[src/rtl/vts_pkg.sv]
package vts_pkg;
  localparam int CW = 12;
  localparam int AW = 3;

  typedef enum logic [AW-1:0] {
    A_RUN    = 3'd0,
    A_HOLD   = 3'd1,
    A_SYNCEN = 3'd2,
    A_SUSP   = 3'd3,
    A_OUTEN  = 3'd4,
    A_LINE   = 3'd5,
    A_FIELD  = 3'd6,
    A_SLAVE  = 3'd7
  } addr_e;

  typedef struct packed {
    logic          out_en;
    logic [CW-1:0] line_len;
    logic [CW-1:0] field_len;
  } vcfg_t;

  typedef struct packed {
    logic run;
    logic hold;
    logic sync_en;
    logic susp_en;
    logic slave;
  } ctl_t;
endpackage

[src/rtl/vts_in_sync.sv]
module vts_in_sync #(
  parameter int N = 3
) (
  input  logic         clk,
  input  logic         rst_n,
  input  logic [N-1:0] async_i,
  output logic [N-1:0] cur_o,
  output logic [N-1:0] prev_o
);
  genvar i;
  generate
    for (i = 0; i < N; i++) begin : g_bit
      logic s1, s2, s3;
      always_ff @(posedge clk or negedge rst_n) begin
        if (!rst_n) begin
          s1 <= 1'b1;
          s2 <= 1'b1;
          s3 <= 1'b1;
        end else begin
          s1 <= async_i[i];
          s2 <= s1;
          s3 <= s2;
        end
      end
      assign cur_o[i]  = s2;
      assign prev_o[i] = s3;
    end
  endgenerate
endmodule

[src/rtl/vts_cfg_bank.sv]
module vts_cfg_bank
  import vts_pkg::*;
#(
  parameter logic [CW-1:0] DEF_LINE_LEN  = 12'd799,
  parameter logic [CW-1:0] DEF_FIELD_LEN = 12'd524
) (
  input  logic          clk,
  input  logic          rst_n,
  input  logic          wr_en,
  input  logic [AW-1:0] wr_addr,
  input  logic [CW-1:0] wr_data,
  input  logic          commit_i,
  output ctl_t          ctl_o,
  output vcfg_t         act_o
);
  ctl_t  ctl_q;
  vcfg_t stage_q, act_q;

  always_ff @(posedge clk or negedge rst_n) begin
    if (!rst_n) begin
      ctl_q             <= '0;
      stage_q.out_en    <= 1'b0;
      stage_q.line_len  <= DEF_LINE_LEN;
      stage_q.field_len <= DEF_FIELD_LEN;
    end else if (wr_en) begin
      case (addr_e'(wr_addr))
        A_RUN:    ctl_q.run         <= wr_data[0];
        A_HOLD:   ctl_q.hold        <= wr_data[0];
        A_SYNCEN: ctl_q.sync_en     <= wr_data[0];
        A_SUSP:   ctl_q.susp_en     <= wr_data[0];
        A_SLAVE:  ctl_q.slave       <= wr_data[0];
        A_OUTEN:  stage_q.out_en    <= wr_data[0];
        A_LINE:   stage_q.line_len  <= wr_data;
        A_FIELD:  stage_q.field_len <= wr_data;
        default:  ;
      endcase
    end
  end

  always_ff @(posedge clk or negedge rst_n) begin
    if (!rst_n) begin
      act_q.out_en    <= 1'b0;
      act_q.line_len  <= DEF_LINE_LEN;
      act_q.field_len <= DEF_FIELD_LEN;
    end else if (commit_i && ctl_q.run && !ctl_q.hold) begin
      act_q <= stage_q;
    end
  end

  assign ctl_o = ctl_q;
  assign act_o = act_q;


  hold_block_chk: assert property (@(posedge clk) disable iff (!rst_n)
    ctl_q.hold |=> $stable(act_q));


  commit_only_chk: assert property (@(posedge clk) disable iff (!rst_n)
    !commit_i |=> $stable(act_q));
endmodule

[src/rtl/vts_tgen_core.sv]
module vts_tgen_core
  import vts_pkg::*;
#(
  parameter int HRST_LAT = 8
) (
  input  logic          clk,
  input  logic          rst_n,
  input  ctl_t          ctl,
  input  logic [CW-1:0] line_len,
  input  logic [CW-1:0] field_len,
  input  logic [2:0]    in_cur,
  input  logic [2:0]    in_prev,
  output logic [CW-1:0] h_cnt,
  output logic [CW-1:0] v_cnt,
  output logic          commit_o,
  output logic          susp_o
);
  localparam int DW = (HRST_LAT > 2) ? $clog2(HRST_LAT - 1) : 1;
  localparam logic [DW-1:0] DLY_LOAD = DW'(HRST_LAT - 2);
  localparam int I_SYNC = 0;
  localparam int I_VD   = 1;
  localparam int I_HD   = 2;

  logic [2:0]    fall, rise;
  logic          h_wrap, msync;
  logic [CW-1:0] h_q, v_q;
  logic          armed_q, dly_act_q, susp_q;
  logic [DW-1:0] dly_q;

  assign fall   = in_prev & ~in_cur;
  assign rise   = ~in_prev & in_cur;
  assign h_wrap = (h_q >= line_len);
  assign msync  = ctl.sync_en && !ctl.slave;

  always_ff @(posedge clk or negedge rst_n) begin
    if (!rst_n) begin
      h_q       <= '0;
      v_q       <= '0;
      armed_q   <= 1'b0;
      dly_act_q <= 1'b0;
      dly_q     <= '0;
    end else if (!ctl.run) begin
      h_q       <= '0;
      v_q       <= '0;
      armed_q   <= 1'b0;
      dly_act_q <= 1'b0;
    end else begin
      if (h_wrap) begin
        h_q <= '0;
        v_q <= (v_q >= field_len) ? '0 : v_q + 1'b1;
      end else begin
        h_q <= h_q + 1'b1;
      end
      if (dly_act_q) begin
        if (dly_q == '0) begin
          dly_act_q <= 1'b0;
          h_q       <= '0;
          v_q       <= '0;
        end else begin
          dly_q <= dly_q - 1'b1;
        end
      end
      if (ctl.slave) begin
        if (armed_q && fall[I_HD]) begin
          dly_act_q <= 1'b1;
          dly_q     <= DLY_LOAD;
          armed_q   <= 1'b0;
        end
        if (fall[I_VD]) armed_q <= 1'b1;
      end else begin
        armed_q   <= 1'b0;
        dly_act_q <= 1'b0;
      end
      if (msync && rise[I_SYNC]) begin
        h_q <= '0;
        v_q <= '0;
      end
    end
  end

  always_ff @(posedge clk or negedge rst_n) begin
    if (!rst_n)                                susp_q <= 1'b0;
    else if (!ctl.run || !msync || !ctl.susp_en) susp_q <= 1'b0;
    else if (fall[I_SYNC])                     susp_q <= 1'b1;
    else if (rise[I_SYNC])                     susp_q <= 1'b0;
  end

  assign commit_o = ctl.run && (ctl.slave ? fall[I_HD] : h_wrap);
  assign h_cnt    = h_q;
  assign v_cnt    = v_q;
  assign susp_o   = susp_q;


  core_idle_chk: assert property (@(posedge clk) disable iff (!rst_n)
    !ctl.run |=> (h_q == '0 && v_q == '0));


  sync_restart_chk: assert property (@(posedge clk) disable iff (!rst_n)
    (ctl.run && msync && rise[I_SYNC]) |=> (h_q == '0 && v_q == '0));


  susp_clear_chk: assert property (@(posedge clk) disable iff (!rst_n)
    !ctl.sync_en |=> !susp_q);


  slave_arm_chk: assert property (@(posedge clk) disable iff (!rst_n)
    (ctl.run && ctl.slave && armed_q && fall[I_HD]) |=> dly_act_q);
endmodule

[src/rtl/vtiming_shadow_ctl.sv]
module vtiming_shadow_ctl
  import vts_pkg::*;
#(
  parameter logic [11:0] DEF_LINE_LEN  = 12'd799,
  parameter logic [11:0] DEF_FIELD_LEN = 12'd524,
  parameter int          HRST_LAT      = 8
) (
  input  logic        clk,
  input  logic        rst_n,
  input  logic        cfg_valid,
  output logic        cfg_ready,
  input  logic [2:0]  cfg_addr,
  input  logic [11:0] cfg_data,
  input  logic        sync_in,
  input  logic        vd_in,
  input  logic        hd_in,
  output logic        act_out_en,
  output logic [11:0] act_line_len,
  output logic [11:0] act_field_len,
  output logic [11:0] h_cnt,
  output logic [11:0] v_cnt,
  output logic        clk_gate_en
);
  ctl_t       ctl;
  vcfg_t      act;
  logic [2:0] in_cur, in_prev;
  logic       commit, susp;

  assign cfg_ready = 1'b1;

  vts_in_sync #(.N(3)) u_sync (
    .clk     (clk),
    .rst_n   (rst_n),
    .async_i ({hd_in, vd_in, sync_in}),
    .cur_o   (in_cur),
    .prev_o  (in_prev)
  );

  vts_cfg_bank #(
    .DEF_LINE_LEN  (DEF_LINE_LEN),
    .DEF_FIELD_LEN (DEF_FIELD_LEN)
  ) u_cfg (
    .clk      (clk),
    .rst_n    (rst_n),
    .wr_en    (cfg_valid && cfg_ready),
    .wr_addr  (cfg_addr),
    .wr_data  (cfg_data),
    .commit_i (commit),
    .ctl_o    (ctl),
    .act_o    (act)
  );

  vts_tgen_core #(.HRST_LAT(HRST_LAT)) u_core (
    .clk       (clk),
    .rst_n     (rst_n),
    .ctl       (ctl),
    .line_len  (act.line_len),
    .field_len (act.field_len),
    .in_cur    (in_cur),
    .in_prev   (in_prev),
    .h_cnt     (h_cnt),
    .v_cnt     (v_cnt),
    .commit_o  (commit),
    .susp_o    (susp)
  );

  assign act_out_en    = act.out_en;
  assign act_line_len  = act.line_len;
  assign act_field_len = act.field_len;
  assign clk_gate_en   = act.out_en && ctl.run && !susp;


  outen_commit_chk: assert property (@(posedge clk) disable iff (!rst_n)
    $rose(act_out_en) |-> $past(commit));
endmodule

[config.mk]
export PLATFORM = sky130hd
export DESIGN_NAME = vtiming_shadow_ctl
export DESIGN_NICKNAME = d
export VERILOG_FILES = /design/src/rtl/vts_pkg.sv /design/src/rtl/vts_in_sync.sv /design/src/rtl/vts_cfg_bank.sv /design/src/rtl/vts_tgen_core.sv /design/src/rtl/vtiming_shadow_ctl.sv
export SDC_FILE = /design/constraint.sdc
export NUM_CORES = 1
export LEC_CHECK = 0
export BUFFER_PORTS_ARGS = -buffer_cell sky130_fd_sc_hd__buf_4
export CORE_MARGIN = 2
export CORE_UTILIZATION = 55
export DETAILED_ROUTE_END_ITERATION = 10
export PLACE_DENSITY_LB_ADDON = 0.08
export SLEW_MARGIN = 5
export SYNTH_ARGS = -nofsm -noshare
export SYNTH_HDL_FRONTEND = slang
export SYNTH_SLANG_ARGS = --single-unit
[constraint.sdc]
create_clock -name clk -period 2.7 [get_ports clk]
set_clock_uncertainty 0.1 [all_clocks]
set_input_delay 0.405 -clock clk [delete_from_list [all_inputs] [get_ports clk]]
set_output_delay 0.405 -clock clk [all_outputs]
set_load 0.005 [all_outputs]
# Word level (Yosys, flattened, before mapping)
# Cells that the tools add are included.
# totals
out_inout_bits,51
regBits,94
# op_classes
bitwise_logic,4
add_sub_neg,3
order_cmp,2
reduce_logical,27
muxes,28
eq_ne,8
# ops
cell,n
2-to-1 mux 12 bit,11
"adder 12 x 1 -> 12 bit, second input constant",2
>= comparator 12 bit,2
AND reduction 2 bit,8
2-to-1 mux 1 bit,13
"equality test 3 bit, second input constant",4
2-to-1 mux 3 bit,4
logical AND 1 bit,8
"equality test 3 x 2 -> 1 bit, second input constant",2
logical NOT 1 bit,6
logical NOT 3 bit,2
"inequality test 4 x 2 -> 1 bit, second input constant",1
AND 3 bit,1
"equality test 3 x 1 -> 1 bit, second input constant",1
inverter 3 bit,1
nonzero test 3 bit,1
"subtractor 3 x 1 -> 3 bit, second input constant",1
logical OR 1 bit,2
AND 1 bit,1
inverter 1 bit,1

# Depth between registers and ports, before layout
# logic_depth
depth_word,7
ltp_mapped,10

# Modules after synthesis
# Synthesis repeated with hierarchy kept, for this count alone.
# unflattened
cells_unflattened,379
hier_area_um2,4707.0
# modules_own_cells
mod,seq_area_each_um2,area_per_inst_um2,instances,cells_each
vts_cfg_bank,1401.3,2239.6,1,123
vts_tgen_core,750.7,2165.8,1,238
vts_in_sync,236.5,281.5,1,15
vtiming_shadow_ctl,0.0,20.0,1,3

# Worst setup path before layout
# OpenSTA, ideal clock, no wires.
# synth_timing
path_type,register to register
start,"register, netlist name u_cfg.act_o[16]"
end,"register, netlist name u_cfg.act_o[0]"
t_arrival_ps,2221
setup_slack_ps,252
setup_time_ps,127
stages_incl_launch_ff,9
cell_sequence,dfstp_2 inv_1 ha_1 a21o_1 a221oi_2 o21ai_1 a21oi_4 buf_6 mux2_1
# synth_via
elab_chain_len,5
# synth_lines
item,line,text
>= comparator 12 bit,vts_tgen_core.sv:32,assign h_wrap = (h_q >= line_len);
2-to-1 mux 1 bit,vts_tgen_core.sv:88,assign commit_o = ctl.run && (ctl.slave ? fall[I_HD] : h_wrap);
logical AND 1 bit,vts_tgen_core.sv:88,
logical AND 1 bit (2 in series),vts_cfg_bank.sv:45,end else if (commit_i && ctl_q.run && !ctl_q.hold) begin
# No other way between the ends.
# A chain may end at the register's enable or synchronous reset.

# Worst setup path after layout
# layout_timing
start,"register, netlist name u_cfg.act_o[16]"
end,"register, netlist name u_cfg.act_o[19]"
# layout_via
elab_chain_len,5
# layout_lines
item,line
>= comparator 12 bit,vts_tgen_core.sv:32
2-to-1 mux 1 bit,vts_tgen_core.sv:88
logical AND 1 bit,vts_tgen_core.sv:88
logical AND 1 bit (2 in series),vts_cfg_bank.sv:45
# No other way between the ends.

==> qor.txt <==
Rel. slew slack -> 50.7%
Pins Over Slew Limit -> 0
Io pins -> 72
Post-synthesis simple-gate area fraction -> 11.3%
Critical Path Start Type -> register
Post-synthesis compound-gate area fraction -> 7.06%
Fin crit share -> 97.4%
Synth Area in Adders -> 8.06%
GRT Util Overall -> 20.9%
Diodes inserted -> 0
Slowest CP cell -> dfstp_2
Setup crit end -> u_cfg.act_o[19]
Main combinational cell family by area after synthesis -> multiplexers
Hold Violations, Final -> 0
Fmax -> 380 MHz
I/O Buffers -> 70
R2r setup slk -> 0.07 ns
RR Endpoint -> u_cfg.act_o[19]
Post-Synth XOR/XNOR Area -> 2.33%
CP required -> 2.85 ns
CTS tree -> done
Routed wire length -> 8950 um
First-pass GRT wire length -> 14300 um
Max-cap violations -> 0
Synth area leader -> dfrtp_1
Nets -> 504
FILL cells -> 639
Worst EP arrival -> 2.78 ns
H-tree depth -> 3
Post-synthesis net count -> 426
Layout cells sized above 1 -> 37.3%
Multiplexer area fraction after synthesis -> 14.0%
Syn-to-layout area delta -> 22.0%
Sequential element share of the synthesized area -> 53.0%
Total CTS buffers -> 9
Number of global-route vias before repair -> 2889
Synth Instances -> 376
Worst R2R Start -> u_cfg.act_o[16]
Total Die Area -> 8930 sq um
Worst vdd ir -> 507 uV
Initial Util -> 55.7%
Core footprint -> 8090 sq um
#FFs+latches synth -> 94
Syn. warnings -> 0
Crit-path max cell delay -> 0.54 ns
Top cell type's share of synthesized area -> 36.1%
Syn avg cell area -> 12.0 sq um
Initial antenna violation count -> 0
Worst min path class -> in -> reg
Crit path cell chain -> inv_1, ha_1, a21o_1, a221oi_4, o21ai_2, a21oi_4, clkbuf_16, mux2_1
1st-iter DRT viols -> 121
Synthesized cell area -> 4500 sq um
Routed Antenna Nets -> 0
DRT Pass-1 Iters -> 4
Worst-path clk slew -> 0.09 ns
HPWL Detailed -> 6410 um
DR vias -> 3016
Grt ovf -> 0
Place WS -> 0.0401 ns
R2R depth -> 8
CTS sink count -> 94
Lkg Pwr -> 0.00256 uW
DIE WIDTH -> 94.5 um
Synth cell count leaders -> dfrtp_1 (65), mux2_2 (35), inv_1 (32)
Most frequent cell after synthesis -> dfrtp_1
CP endpoint kind -> register
Setup CP Type -> reg -> reg
Clk buf depth -> 2
Floorplan row count -> 33
Die height -> 94.5 um
Root Driver -> clkbuf_8
Vias per inst -> 5.35
CP Launch Point -> u_cfg.act_o[16]
Synth Flop Type -> dfrtp_1
Final setup violation count -> 0
Tot Pwr -> 4430 uW
Outcome -> complete, no violations
Drt wl/cell -> 15.9 um
Cell Pwr Density -> 807 nW/um^2
Largest net degree at the start of global routing -> 64
CP Max Fanout -> 12
Worst-Margin Slew -> 0.735 ns
Final min period -> 2.63 ns
# DRC -> 0
Ys async rst share -> 100%
Clk_lat worst skew -> 0.36 ns
Post-synth EDFFs -> 0
Synth cell types -> 49
Global placer's final weighted congestion -> 0.776
Top cells by area, synth -> dfrtp_1 (36%), dfstp_2 (17%), mux2_2 (8.8%)
Final setup margin -> 0.0691 ns
-- through the flow --
| stage | hold WS (ns) | instances | area [sq um] | util, % | TNS, ns |
|---|---|---|---|---|---|
| final | 0.0488 | 564 | 5490 | 67.9 | 0 |
| after global routing | 0.0122 | 564 | 5490 | 67.9 | -0.0257 |
| after CTS | 0.0343 | 562 | 5390 | 66.7 | 0 |
| after detailed placement | 0.247 | 545 | 5150 | 63.7 | 0 |
| after global placement | 0.245 | 545 | 5150 | 63.7 | 0 |
| after floorplan | 0.00941 | 376 | 4500 | - | 0 |
-- layer usage --
metal  part of all wire (%)  track usage (%)  vias to the layer above  wire (um)
met3                    4.3             5.19                        7        383
met1                     47             28.9                     1469       4240
li1                       -                -                     1479          -
met4                   0.76             5.43                        0         68
met2                     48             33.4                       61       4250
met5                      0                0                        -          0
-- cell type report --
cell class / count / area [sq um] / share of cell area, %
Sequential cell: 94 / 2390 / 43.5
Multi-Input combinational cell: 239 / 1980 / 36.0
Timing Repair Buffer: 78 / 648 / 11.8
Clock buffer: 10 / 138 / 2.51
Tap cell: 105 / 131 / 2.39
Inverter: 32 / 120 / 2.19
Clock inverter: 6 / 92.6 / 1.69
-- cells by family (layout without fill, tap and decap cells) --
| group | after synthesis | count (layout) |
|---|---|---|
| AND/OR/NAND/NOR | 95 | 95 |
| multiplexers | 56 | 56 |
| AO/OA/AOI/OAI | 46 | 46 |
| other | 1 | 1 |
| adder cells (fa/ha/maj) | 29 | 29 |
| buffers and inverters | 43 | 126 |
| flip-flops | 94 | 94 |
| XOR/XNOR | 12 | 12 |
-- sequential cells by signal, indices dropped and copies added, names as in the netlist, 5 cells and up --
| name | count |
|---|---|
| u_cfg.act_o | 25 |
| u_cfg.ctl_o | 5 |
| u_core.v_cnt | 12 |
| u_cfg.stage_q | 25 |
| u_core.h_cnt | 12 |
-- power breakdown --
| group | total, uW | switching (uW) | internal, uW |
|---|---|---|---|
| Sequential | 2080 | 269 | 1810 |
| Clock | 1050 | 503 | 552 |
| Combinational | 1300 | 581 | 716 |
-- critical path: cells and delay by family, from the launching register on --
family,cells,cell delay [ns]
multiplexers,1,0.32
flip-flops,1,0.54
buffers and inverters,2,0.28
adder cells (fa/ha/maj),1,0.30
AO/OA/AOI/OAI,4,0.98
-- placed cells by master (no fill, tap or decap), types with 5 or more instances in the layout --
cell type   n
a21oi_1    14
and3_1      6
buf_4      73
clkbuf_8   10
dfrtp_1    65
dfstp_2    29
ha_1       28
inv_1      32
mux2_1     20
mux2_2     35
nand2_1    18
nand3_1    14
nor2_1     22
o21ai_0     7
o31ai_1     5
or4_1       6
xnor2_1     6
xor2_1      6
-- what timing repair did --
action                     4_1_cts  5_1_grt
resized for setup                0        8
hold endpoints to repair        19        0
setup endpoints to repair        0       37
hold buffers                     1        0
setup buffers                    0        0
-- worst min path at each step --
stage | slack [ns] | endpoint | startpoint | cells past startpoint
5_1_grt | 0.01 | u_sync.g_bit[1].s1 | vd_in | 1
6_report | 0.05 | u_sync.g_bit[1].s1 | vd_in | 1
3_5_place_dp | 0.25 | u_sync.g_bit[0].s2 | u_sync.g_bit[0].s1 | 0
2_1_floorplan | 0.009 | u_cfg.act_o[0] | rst_n | 0
4_1_cts | 0.03 | u_sync.g_bit[1].s1 | vd_in | 1
3_3_place_gp | 0.25 | u_sync.g_bit[0].s2 | u_sync.g_bit[0].s1 | 0
(Power assumes the default switching activity.)
